--- config.mk ---
export PLATFORM = sky130hd
export DESIGN_NAME = bus_hold_arb
export DESIGN_NICKNAME = d
export VERILOG_FILES = /design/src/rtl/bha_pkg.sv /design/src/rtl/bha_sync.sv /design/src/rtl/bha_ctrl.sv /design/src/rtl/bha_fsm.sv /design/src/rtl/bus_hold_arb.sv
export SDC_FILE = /design/constraint.sdc
export NUM_CORES = 1
export LEC_CHECK = 0
export ABC_AREA = 1
export BUFFER_PORTS_ARGS = -buffer_cell sky130_fd_sc_hd__buf_2
export CELL_PAD_IN_SITES_DETAIL_PLACEMENT = 1
export CELL_PAD_IN_SITES_GLOBAL_PLACEMENT = 1
export CORE_UTILIZATION = 24
export CTS_CLUSTER_SIZE = 30
export DETAILED_ROUTE_END_ITERATION = 8
export GPL_TIMING_DRIVEN = 0
export MAX_ROUTING_LAYER = met4
export PLACE_DENSITY = 0.82
export SLEW_MARGIN = 10
export SYNTH_ARGS = -nofsm -noshare
export SYNTH_HDL_FRONTEND = slang
export SYNTH_HIERARCHICAL = 1
export SYNTH_SLANG_ARGS = --single-unit
--- constraint.sdc ---
create_clock -name clk_i -period 1.2 [get_ports clk_i]
set_input_delay 0.06 -clock clk_i [delete_from_list [all_inputs] [get_ports clk_i]]
set_output_delay 0.06 -clock clk_i [all_outputs]
set_load 0.005 [all_outputs]
--- src/rtl/bha_pkg.sv ---
package bha_pkg;
  localparam int unsigned PIN_N = 3;

  typedef enum logic [1:0] {
    ST_OWN   = 2'd0,
    ST_WAIT  = 2'd1,
    ST_GRANT = 2'd2,
    ST_REL   = 2'd3
  } hold_st_e;
endpackage

--- src/rtl/bha_sync.sv ---
module bha_sync #(
  parameter int unsigned STAGES  = 2,
  parameter logic        RST_VAL = 1'b1
) (
  input  logic clk_i,
  input  logic rst_ni,
  input  logic d_i,
  output logic q_o
);
  logic [STAGES-1:0] sr_q;

  generate
    if (STAGES == 1) begin : g_one
      always_ff @(posedge clk_i or negedge rst_ni)
        if (!rst_ni) sr_q <= RST_VAL;
        else         sr_q <= d_i;
    end else begin : g_many
      always_ff @(posedge clk_i or negedge rst_ni)
        if (!rst_ni) sr_q <= {STAGES{RST_VAL}};
        else         sr_q <= {sr_q[STAGES-2:0], d_i};
    end
  endgenerate

  assign q_o = sr_q[STAGES-1];
endmodule

--- src/rtl/bha_ctrl.sv ---
module bha_ctrl #(
  parameter int unsigned CTRL_W = 8,
  parameter int unsigned EN_BIT = 7,
  parameter int unsigned PIN_N  = 3
) (
  input  logic              clk_i,
  input  logic              rst_ni,
  input  logic              we_i,
  input  logic [CTRL_W-1:0] wdata_i,
  input  logic              req_sync_ni,
  input  logic              ack_ni,
  input  logic              bus_req_ni,
  output logic              en_o,
  output logic              lock_o,
  output logic [PIN_N-1:0]  pin_stat_o
);
  localparam logic [CTRL_W-1:0] EN_MASK = CTRL_W'(1) << EN_BIT;

  logic en_q, lock_q;
  logic unused_wdata;

  assign unused_wdata = ^(wdata_i & ~EN_MASK);

  always_ff @(posedge clk_i or negedge rst_ni) begin
    if (!rst_ni) begin
      en_q   <= 1'b0;
      lock_q <= 1'b0;
    end else if (we_i) begin
      en_q <= wdata_i[EN_BIT];
      if (wdata_i[EN_BIT]) lock_q <= 1'b1;
    end
  end

  assign en_o   = en_q;
  assign lock_o = lock_q;

  // shared-pin readback order: request, acknowledge, local bus request
  always_comb begin
    pin_stat_o = '0;
    if (lock_q) pin_stat_o = PIN_N'({bus_req_ni, ack_ni, req_sync_ni});
  end
endmodule

--- src/rtl/bha_fsm.sv ---
module bha_fsm
  import bha_pkg::*;
(
  input  logic clk_i,
  input  logic rst_ni,
  input  logic tick_i,
  input  logic req_i,
  input  logic en_i,
  input  logic bus_idle_i,
  input  logic local_req_i,
  output logic ack_no,
  output logic drv_en_o,
  output logic stall_o,
  output logic bus_req_no
);
  hold_st_e st_q, st_d;

  // enable is consulted only when the local master owns the bus:
  // a clear during a hold is thereby deferred to its end
  always_comb begin
    st_d = st_q;
    case (st_q)
      ST_OWN:   if (req_i && en_i) st_d = bus_idle_i ? ST_GRANT : ST_WAIT;
      ST_WAIT:  if (!req_i)        st_d = ST_OWN;
                else if (bus_idle_i) st_d = ST_GRANT;
      ST_GRANT: if (!req_i)        st_d = ST_REL;
      ST_REL:                      st_d = ST_OWN;
      default:                     st_d = ST_OWN;
    endcase
  end

  always_ff @(posedge clk_i or negedge rst_ni) begin
    if (!rst_ni)     st_q <= ST_OWN;
    else if (tick_i) st_q <= st_d;
  end

  assign ack_no     = (st_q != ST_GRANT);
  assign drv_en_o   = (st_q == ST_OWN) || (st_q == ST_WAIT);
  assign stall_o    = (st_q != ST_OWN) || (req_i && en_i);
  assign bus_req_no = !((st_q == ST_GRANT) && local_req_i);
endmodule

--- src/rtl/bus_hold_arb.sv ---
module bus_hold_arb
  import bha_pkg::*;
#(
  parameter int unsigned CTRL_W      = 8,
  parameter int unsigned EN_BIT      = 7,
  parameter int unsigned SYNC_STAGES = 2
) (
  input  logic              clk_i,
  input  logic              rst_ni,
  input  logic              phase_tick_i,
  input  logic              hold_req_ni,
  input  logic              ctrl_we_i,
  input  logic [CTRL_W-1:0] ctrl_wdata_i,
  input  logic              bus_idle_i,
  input  logic              local_req_i,
  output logic              hold_ack_no,
  output logic              bus_drv_en_o,
  output logic              hold_stall_o,
  output logic              bus_req_no,
  output logic              lock_o,
  output logic [PIN_N-1:0]  pin_stat_o
);
  logic req_sync_n;
  logic hold_en;

  bha_sync #(
    .STAGES  (SYNC_STAGES),
    .RST_VAL (1'b1)
  ) u_sync (
    .clk_i  (clk_i),
    .rst_ni (rst_ni),
    .d_i    (hold_req_ni),
    .q_o    (req_sync_n)
  );

  bha_fsm u_fsm (
    .clk_i       (clk_i),
    .rst_ni      (rst_ni),
    .tick_i      (phase_tick_i),
    .req_i       (!req_sync_n),
    .en_i        (hold_en),
    .bus_idle_i  (bus_idle_i),
    .local_req_i (local_req_i),
    .ack_no      (hold_ack_no),
    .drv_en_o    (bus_drv_en_o),
    .stall_o     (hold_stall_o),
    .bus_req_no  (bus_req_no)
  );

  bha_ctrl #(
    .CTRL_W (CTRL_W),
    .EN_BIT (EN_BIT),
    .PIN_N  (PIN_N)
  ) u_ctrl (
    .clk_i       (clk_i),
    .rst_ni      (rst_ni),
    .we_i        (ctrl_we_i),
    .wdata_i     (ctrl_wdata_i),
    .req_sync_ni (req_sync_n),
    .ack_ni      (hold_ack_no),
    .bus_req_ni  (bus_req_no),
    .en_o        (hold_en),
    .lock_o      (lock_o),
    .pin_stat_o  (pin_stat_o)
  );
endmodule

==> results.cfg <==
[cts]
path_clk_slew_ns = 0.05
clkSinkCount = 6
numCtsBuffers = 3
clkLatencyLatePin_ns = 0.24
tritoncts = built
htreeDepth = 1
clockBufferDepth = 2
root_buffer = clkbuf_4

[drt]
num_vias = 345
drtIter0Drc = 2
drcViolationCount = 0
dr_wl_met2_um = 406
dr.pass1.iters = 2
wl_met1_um = 310
drt-wirelength-per-cell_um = 9.61
post_drt_via_cell_ratio = 4.31
totalWireLength_um = 769
ant_nets = 0
wl_met3_um = 52
maxUsedRoutingLayer = met3

[final_layout]
areaGrowthSynthToFinish_pct = 46.9
final_common_cell = nand2_1
final_util_pct = 40.3
drive_gt1_share_pct = 45.5
mostFrequentLayoutCells = nand2_1 (16), buf_2 (15), inv_1 (8), nand3_1 (4)
nNetsFinal = 82
n_antenna_cell = 0

[timing]
finalHoldViolCount = 0
setup_tns_ns = 0
relSlewSlack_pct = 85.1
fin_crit_ns = 1.15
grt_setup_unrepaired = false
fin_skew_ns = 0.00567
fin_crit_sh_pct = 95.6
worstMarginPinSlew_ns = 0.223
timing.fmax_mhz = 872
slew_viol_final = 0
final-setup-viol-count = 0

[setup_path]
setup.worst_path.end_class = output port
critPathLaunchType = flop
crit_fanout = 3
cp.arrival_ns = 1.09
critPathKind = reg2out
critPathRequiredTime_ns = 1.14

[flow_run]
maxCapViolCount = 0

[power_and_ir_drop]
peakVddDrop_mv = 0.616
p_leak_nw = 0.270
powerDensity_nw_per_um2 = 1940

[floorplanning]
dieArea_um2 = 1510
die_h_um = 38.8
fp-row-count = 12
initial_utilization_pct = 27.4
core_area_um2 = 1190
dieWidth_um = 38.8
ios = 23

[placement]
port_buffers = 15
dp_hpwl_um = 624
gp_congestion = 0.666

[global_routing]
grt_pass1_wl_um = 1170
track_usage_pct = 11.7
antenna_found_initial = 0
grt_max_degree = 7
overflow = 0
grt_pass1_vias = 317

[logic_synthesis]
seq_area_frac_synth_pct = 46.9
ys_types = 12
ys_seq_elements = 6
syn_nets = 59
syn_avg_cell_area_um2 = 7.39
syn_inst = 44
syn_area_um2 = 325
ys_warn_count = 6

[run_status]
outcome = finished, final reports clean

[min_path]
min_path_type = in2reg
[report_power, final]
group	internal [W]	switching (W)	total, W
registers	0.000248	0.0000576	0.000306
clock network	0.000126	0.0000699	0.000196
logic	0.000189	0.000239	0.000428
[path summary, 6_finish.rpt]
kind	from	to	slack, ns	cells after the start
worst min-delay path	ctrl_wdata_i[7]	u_ctrl/en_o$_DFFE_PN0P_	0.04	3
max in group asynchronous	rst_ni	u_sync/sr_q[0]$_DFF_PN1_	0.81	2
min in group asynchronous	rst_ni	u_fsm/st_q[1]$_DFFE_PN0P_	0.17	2
worst max register to register	u_fsm/st_q[0]$_DFFE_PN0P_	u_fsm/st_q[1]$_DFFE_PN0P_	0.12	7
worst min register to register	u_sync/sr_q[0]$_DFF_PN1_	u_sync/sr_q[1]$_DFF_PN1_	0.35	0
worst max-delay path	u_sync/sr_q[1]$_DFF_PN1_	hold_stall_o	0.05	4
[worst max-delay path, stage by stage (launching register included)]
cell and delay, ns:
dfstp_2 0.52, inv_1 0.07, nand2_2 0.09, nand2_1 0.05
buf_2 0.12
[Yosys cell counts]
| cell type | instances | area [um2] |
|---|---|---|
| a21oi_1 | 1 | 5.00 |
| a21oi_2 | 1 | 8.76 |
| a21oi_4 | 1 | 16.3 |
| dfrtp_1 | 4 | 100 |
| dfstp_2 | 2 | 52.6 |
| inv_1 | 9 | 33.8 |
| inv_2 | 1 | 3.75 |
| nand2_1 | 17 | 63.8 |
| nand2_2 | 2 | 12.5 |
| nand3_1 | 4 | 20.0 |
| nor2_1 | 1 | 3.75 |
| o21ai_0 | 1 | 5.00 |
[through the flow]
| stage | cell area [um2] | setup WS [ns] | hold slack [ns] | total power [W] | std cells |
|---|---|---|---|---|---|
| 2_1_floorplan | 325 | 0.222 | -0.236 | 0.000543 | 44 |
| 5_1_grt | 478 | 0.00672 | 0.0602 | 0.00101 | 80 |
| 6_report | 478 | 0.0530 | 0.0444 | 0.000930 | 80 |
| 3_3_place_gp | 418 | 0.164 | -0.117 | 0.000676 | 73 |
| 3_5_place_dp | 418 | 0.128 | -0.111 | 0.000693 | 73 |
| 4_1_cts | 467 | 0.00263 | 0.0253 | 0.000910 | 79 |
[flip-flops by register name, indices dropped and copies added (netlist names)]
name           flops
u_fsm/st_q         2
u_sync/sr_q        2
u_ctrl/en_o        1
u_ctrl/lock_o      1
[routing by layer]
| metal | up-vias | track usage (%) |
|---|---|---|
| met1 | 159 | 11.1 |
| li1 | 174 | - |
| met5 | - | - |
| met4 | 0 | 5.17 |
| met3 | 0 | 2.31 |
| met2 | 12 | 22.5 |
[timing repair]
item,4_1_cts,5_1_grt
resized for setup,1,3
pin swaps,0,0
gates cloned,0,0
endpoints found under the hold margin,7,0
setup endpoints to repair,1,4
hold buffers,2,0
setup buffers,0,1
[area by class of cell]
type                            count  area, um2
Timing Repair Buffer               18        103
Sequential cell                     6        154
Clock buffer                        4       26.3
Fill cell                         163        708
Multi-Input combinational cell     28        140
Inverter                           10       37.5
Tap cell                           14       17.5
[logic make-up (layout without fill, tap and decap cells)]
kind of cell           Yosys count  count (layout)  share of synthesized area (%)
AOI/OAI and AO/OA                4               4                           10.8
buffers and inverters           10              32                           11.5
and+or+nand+nor                 24              24                           30.8
DFF                              6               6                           46.9
Power figures use the tool's default switching activity.
